File: src/rtl/rdlat_pkg.sv
package rdlat_pkg;

    typedef enum logic [2:0] {
        ST_IDLE  = 3'd0,
        ST_ARMED = 3'd1,
        ST_MEAS  = 3'd2,
        ST_CAL   = 3'd3,
        ST_TOUT  = 3'd4
    } cal_state_e;

    // States in which address strobes are recorded into the delay line
    function automatic logic capture_on(input cal_state_e s);
        return (s == ST_ARMED) || (s == ST_MEAS) || (s == ST_CAL);
    endfunction

    function automatic int lat_width(input int max_lat);
        return $clog2(max_lat + 1);
    endfunction

endpackage

File: src/rtl/rdlat_fsm.sv
module rdlat_fsm
    import rdlat_pkg::*;
#(
    parameter int MAX_LAT = 15,
    localparam int LAT_W  = lat_width(MAX_LAT)
) (
    input  logic             clk,
    input  logic             rst,
    input  logic             start,
    input  logic             addr_vld,
    input  logic             ret_vld,
    input  logic             exp_vld,
    output cal_state_e       state,
    output logic [LAT_W-1:0] cnt,
    output logic [LAT_W-1:0] lat,
    output logic             mism
);

    localparam logic [LAT_W-1:0] CNT_LIM = LAT_W'(MAX_LAT);
    localparam logic [LAT_W-1:0] CNT_ONE = LAT_W'(1);

    always_ff @(posedge clk) begin
        if (rst) begin
            state <= ST_IDLE;
            cnt   <= '0;
            lat   <= '0;
            mism  <= 1'b0;
        end else if (start) begin
            state <= ST_ARMED;
            cnt   <= '0;
            lat   <= '0;
            mism  <= 1'b0;
        end else begin
            case (state)
                ST_ARMED: begin
                    if (addr_vld) begin
                        state <= ST_MEAS;
                        cnt   <= CNT_ONE;
                    end
                end
                ST_MEAS: begin
                    if (ret_vld) begin
                        lat   <= cnt;
                        state <= ST_CAL;
                    end else if (cnt == CNT_LIM) begin
                        state <= ST_TOUT;
                    end else begin
                        cnt <= cnt + CNT_ONE;
                    end
                end
                ST_CAL: begin
                    if (ret_vld != exp_vld) mism <= 1'b1;
                end
                default: ;
            endcase
        end
    end

endmodule

File: src/rtl/rdlat_tagline.sv
module rdlat_tagline #(
    parameter int DEPTH = 15,
    parameter int W     = 14,
    parameter int SEL_W = 4
) (
    input  logic             clk,
    input  logic             flush,
    input  logic [W-1:0]     in_d,
    input  logic [SEL_W-1:0] sel,
    output logic [W-1:0]     tap_o
);

    logic [W-1:0] stage [DEPTH];

    for (genvar g = 0; g < DEPTH; g++) begin : g_stage
        if (g == 0) begin : g_head
            always_ff @(posedge clk) begin
                if (flush) stage[0] <= '0;
                else       stage[0] <= in_d;
            end
        end else begin : g_body
            always_ff @(posedge clk) begin
                if (flush) stage[g] <= '0;
                else       stage[g] <= stage[g-1];
            end
        end
    end

    // sel = d selects the word entered d cycles ago; sel = 0 selects nothing
    always_comb begin
        tap_o = '0;
        for (int i = 0; i < DEPTH; i++) begin
            if (sel == SEL_W'(i + 1)) tap_o = stage[i];
        end
    end

endmodule

File: src/rtl/rdlat_calib.sv
module rdlat_calib
    import rdlat_pkg::*;
#(
    parameter int MAX_LAT = 15,
    parameter int ADDR_W  = 10,
    parameter int PASS_W  = 3
) (
    input  logic                                 clk,
    input  logic                                 rst,
    input  logic                                 start_i,
    input  logic                                 addr_vld_i,
    input  logic [ADDR_W-1:0]                    addr_i,
    input  logic [PASS_W-1:0]                    pass_i,
    input  logic                                 ret_vld_i,
    output logic [rdlat_pkg::lat_width(MAX_LAT)-1:0] lat_o,
    output logic                                 cal_o,
    output logic                                 tag_vld_o,
    output logic [ADDR_W-1:0]                    tag_addr_o,
    output logic [PASS_W-1:0]                    tag_pass_o,
    output logic                                 timeout_o,
    output logic                                 mismatch_o
);

    localparam int LAT_W = lat_width(MAX_LAT);
    localparam int TAG_W = 1 + PASS_W + ADDR_W;

    cal_state_e       state;
    logic [LAT_W-1:0] cnt;
    logic [LAT_W-1:0] lat;
    logic             mism;
    logic [LAT_W-1:0] sel;
    logic [TAG_W-1:0] line_in;
    logic [TAG_W-1:0] tap;
    logic             tap_vld;
    logic             cap;

    assign cap     = addr_vld_i & capture_on(state);
    assign line_in = {cap, pass_i, addr_i};
    assign sel     = (state == ST_CAL) ? lat : cnt;
    assign tap_vld = tap[TAG_W-1];

    rdlat_fsm #(.MAX_LAT(MAX_LAT)) u_fsm (
        .clk      (clk),
        .rst      (rst),
        .start    (start_i),
        .addr_vld (addr_vld_i),
        .ret_vld  (ret_vld_i),
        .exp_vld  (tap_vld),
        .state    (state),
        .cnt      (cnt),
        .lat      (lat),
        .mism     (mism)
    );

    rdlat_tagline #(.DEPTH(MAX_LAT), .W(TAG_W), .SEL_W(LAT_W)) u_line (
        .clk   (clk),
        .flush (rst | start_i),
        .in_d  (line_in),
        .sel   (sel),
        .tap_o (tap)
    );

    always_comb begin
        unique case (state)
            ST_CAL:  tag_vld_o = tap_vld;
            ST_MEAS: tag_vld_o = tap_vld & ret_vld_i;
            default: tag_vld_o = 1'b0;
        endcase
    end

    assign tag_addr_o = tap[ADDR_W-1:0];
    assign tag_pass_o = tap[ADDR_W+PASS_W-1:ADDR_W];
    assign lat_o      = lat;
    assign cal_o      = (state == ST_CAL);
    assign timeout_o  = (state == ST_TOUT);
    assign mismatch_o = mism;

endmodule

File: config.mk
export PLATFORM = sky130hd
export DESIGN_NAME = rdlat_calib
export DESIGN_NICKNAME = d
export VERILOG_FILES = /design/src/rtl/rdlat_pkg.sv /design/src/rtl/rdlat_fsm.sv /design/src/rtl/rdlat_tagline.sv /design/src/rtl/rdlat_calib.sv
export SDC_FILE = /design/constraint.sdc
export NUM_CORES = 1
export LEC_CHECK = 0
export CELL_PAD_IN_SITES_DETAIL_PLACEMENT = 0
export CELL_PAD_IN_SITES_GLOBAL_PLACEMENT = 1
export CORE_MARGIN = 5
export CORE_UTILIZATION = 40
export CTS_BUF_LIST = sky130_fd_sc_hd__clkbuf_4 sky130_fd_sc_hd__clkbuf_8
export CTS_CLUSTER_SIZE = 25
export DETAILED_ROUTE_END_ITERATION = 12
export DONT_BUFFER_PORTS = 1
export GPL_TIMING_DRIVEN = 1
export PLACE_DENSITY = 0.65
export SETUP_SLACK_MARGIN = 0.5
export SLEW_MARGIN = 20
export SYNTH_ARGS = -nofsm -noshare
export SYNTH_HDL_FRONTEND = slang
export SYNTH_SLANG_ARGS = --single-unit
File: constraint.sdc
create_clock -name clk -period 2.8 [get_ports clk]
set_input_delay 0.28 -clock clk [delete_from_list [all_inputs] [get_ports clk]]
set_output_delay 0.28 -clock clk [all_outputs]
set_load 0.05 [all_outputs]
==> reports/results.txt <==
worst-path cell with the longest stage delay: a2111o_2
leakage power: 4.63 nW
CP delay by family, top: compound AO/OA/AOI/OAI gates
Die Area: 24900 um^2
Fill cells: 1884
Final nets: 1023
Yosys top cell area share: 50.8%
core box area: 21700 um^2
CTS Buf Count: 40
initial drt markers: 389
critical path depth in cells: 8
area grow syn2layout: 37.2%
CTS HTree Levels: 2
final non-filler cell total: 1315
DR vias: 6784
register area: 4480 um^2
starting density of the core: 40.4%
Worst EP arrival: 2.76 ns
area occupied by multi-input gates: 4660 um^2
hold path startpoint: start_i
Netlist cell types: 66
clock power share: 49.6%
critical path endpoint category: output pin
ANT nets after route: 0
drt pass-1 iters: 5
deepest clock path buffer count: 3
crit-path max FO: 6
share of layout cells above drive strength 1: 30.8%
Post-Syn Nets: 907
gp weighted congestion: 0.835
FF-to-FF path depth: 12
die span in y: 158 um
synth cell count leaders: dfxtp_1, and2_1, nor2_1, nand2_1, a21oi_1
RSZ-0062 raised after global routing: true
initial antenna violation count: 0
sequential power share: 47.9%
sw frac: 22.0%
relative max-transition margin: 44.1%
Post-synth ARST share: 0%
vias in the first global route: 6778
placed insts: 1171
status: finished, violations left
Clock Pin Slew Worst Setup and Hold Paths: 0.06 ns
MaxCap Viol Count: 0
critical path launch point type: flop
hpwl dp: 15.4 mm
Post-synth EDFFs: 0
Mapped Area: 8750 um^2
RR Startpoint: u_fsm.state[2]
FF+latch count, synth: 222
slack of the worst reg-to-reg path: 0.42 ns
CTS tree: yes
most frequent cell after synthesis: dfxtp_1
r2r endpoint: u_fsm.mism
CP max stage delay: 0.57 ns
first-pass GRT wire length: 37.5 mm
CP cell instances: nand3b_4 -> buf_6 -> buf_12 -> mux2i_1 -> buf_4 -> a222oi_1 -> nor3_1 -> a2111o_2
required time of the worst setup path: 2.52 ns
final worst slack: -0.241 ns
fin crit period: 3.04 ns
fin. max-slew vios: 0
pin count of the biggest net entering global routing: 105
Synthesis Warnings: 0
Die Wd: 158 um
Cells after Synth: 887
Routed WL per cell: 18.2 um
IO Pins: 39
ranking of synthesized cells by area: dfxtp_1, and2_1, mux2i_1
gr ovfl total: 0
worst vdd ir: 0.306 mV
Max Clk Rate: 329 MHz
GRT Resource Usage Total: 19.1%
PwrDens: 553 nW/um^2
Hold/Removal Path Class: primary input to flop
P_sw: 1.46 mW
Worst Path Class, Setup: flop to output pin
total internal power: 5.18 mW
ant diodes: 0
Period Utilization, post-route: 109%
Root Driver: clkbuf_8
Worst setup startpoint: u_fsm.state[2]
violated checks: setup timing
Final Skew: 0.00831 ns
Main synth FF type: dfxtp_1
Remaining DRCs: 0
largest area contributor in the netlist: dfxtp_1
worst-skew pair later-pin latency: 0.54 ns
part of the power in combinational logic: 2.6%
measured slew at the worst slew-check pin: 0.834 ns
Routed WL: 24.0 mm
num rows: 54
CTS Sinks: 222
Final Hold Vio Count: 0
worst path buffer plus inverter count: 3
syn avg cell area: 9.87 um^2
worst setup path end: tag_addr_o[9]
# setup viols final: 14
sequential fraction of the synthesis area: 50.8%
Via density: 5.16
pre-CTS WS: 0.0391 ns
Port Buf Inserts: 0
## registers in the layout, summed over array words and instances (netlist names)
name / flops
u_fsm.mism: 1
u_fsm.lat: 4
u_line.stage: 210
u_fsm.state: 3
u_fsm.cnt: 4
## worst min path at each step
stage,to,slack [ns],depth (start not counted)
5_1_grt,u_line.stage[1][9],0.06,2
6_report,u_line.stage[1][9],0.07,2
2_1_floorplan,u_fsm.state[0],0.35,1
3_5_place_dp,u_fsm.state[0],0.36,1
3_3_place_gp,u_fsm.state[0],0.36,1
4_1_cts,u_line.stage[1][27],0.04,2
## timing repair
item                                   CTS  global route
resized for setup                      106            37
endpoints found under the hold margin   17             0
pin swaps                               22            28
buffers inserted                        30            16
hold buffers                            17             0
setup endpoints to repair               15            15
gates cloned                             6             1
## metrics by stage
stage	power [mW]	TNS, ns	utilization (%)	hold WS, ns	instance area [um^2]
global route	6.89	-4.11	55.4	0.0619	12000
CTS	6.73	-2.97	53.9	0.0401	11700
detailed placement	3.38	0	45.1	0.358	9790
floorplan	3.33	0	-	0.352	9090
finish	6.64	-2.51	55.4	0.0668	12000
global placement	3.37	0	45.1	0.359	9790
## per-layer routing
metal / track usage, % / vias to the layer above / wire length (um)
met5: 0 / - / 0
met4: 6.42 / 0 / 568
met3: 3.91 / 45 / 1100
met2: 29.8 / 177 / 10900
met1: 26.6 / 3215 / 11400
li1: - / 3347 / -
## worst register-to-register path, stage by stage (launching register included)
cell and delay [ns]:
dfxtp_2 0.31, nand3b_4 0.17, buf_12 0.16, buf_6 0.13
mux2i_4 0.20, buf_16 0.15, a22oi_2 0.15, o2111ai_2 0.15
a211oi_2 0.25, nor2_1 0.09, ha_2 0.31, a21oi_2 0.14
nor2_1 0.05
## cells in the final DEF (no fill, tap or decap), types with 13 or more instances in the layout
cell type      count
mux2i_1           20
nand2_1           41
dfxtp_1          211
and2_1           205
a21oi_1           29
clkbuf_8          51
nor2_1            42
nand2b_1          14
clkbuf_4          15
a22oi_1           15
a22oi_2           13
buf_12            22
buf_4             63
dlygate4sd3_1     17
buf_6             24
## cell type report
class	count	area share [%]
Inverter	8	0.354
Multi-Input combinational cell	594	38.8
Clock inverter	9	0.729
Timing Repair Buffer	137	13.2
Sequential cell	222	37.3
Clock buffer	65	6.72
Tap cell	280	2.92
## power groups by stage
stage	clock network [mW]	logic (mW)	registers, mW
floorplan	0	0.0877	3.24
global placement	0	0.126	3.25
detailed placement	0	0.128	3.25
CTS	3.39	0.163	3.18
global route	3.52	0.184	3.18
finish	3.29	0.171	3.18
## cell families (layout without fill, tap and decap cells)
group           count (synthesis)  in the layout  synth area share [%]
buf+inv                        71            219                  3.93
mux                            45             45                  5.86
fa+ha+maj                       2              2                 0.286
flops                         222            222                  50.8
compound gates                164            164                  13.4
xor+xnor                        2              2                 0.200
simple gates                  381            381                  25.6
Note: power is estimated with default switching activity, not from simulation.
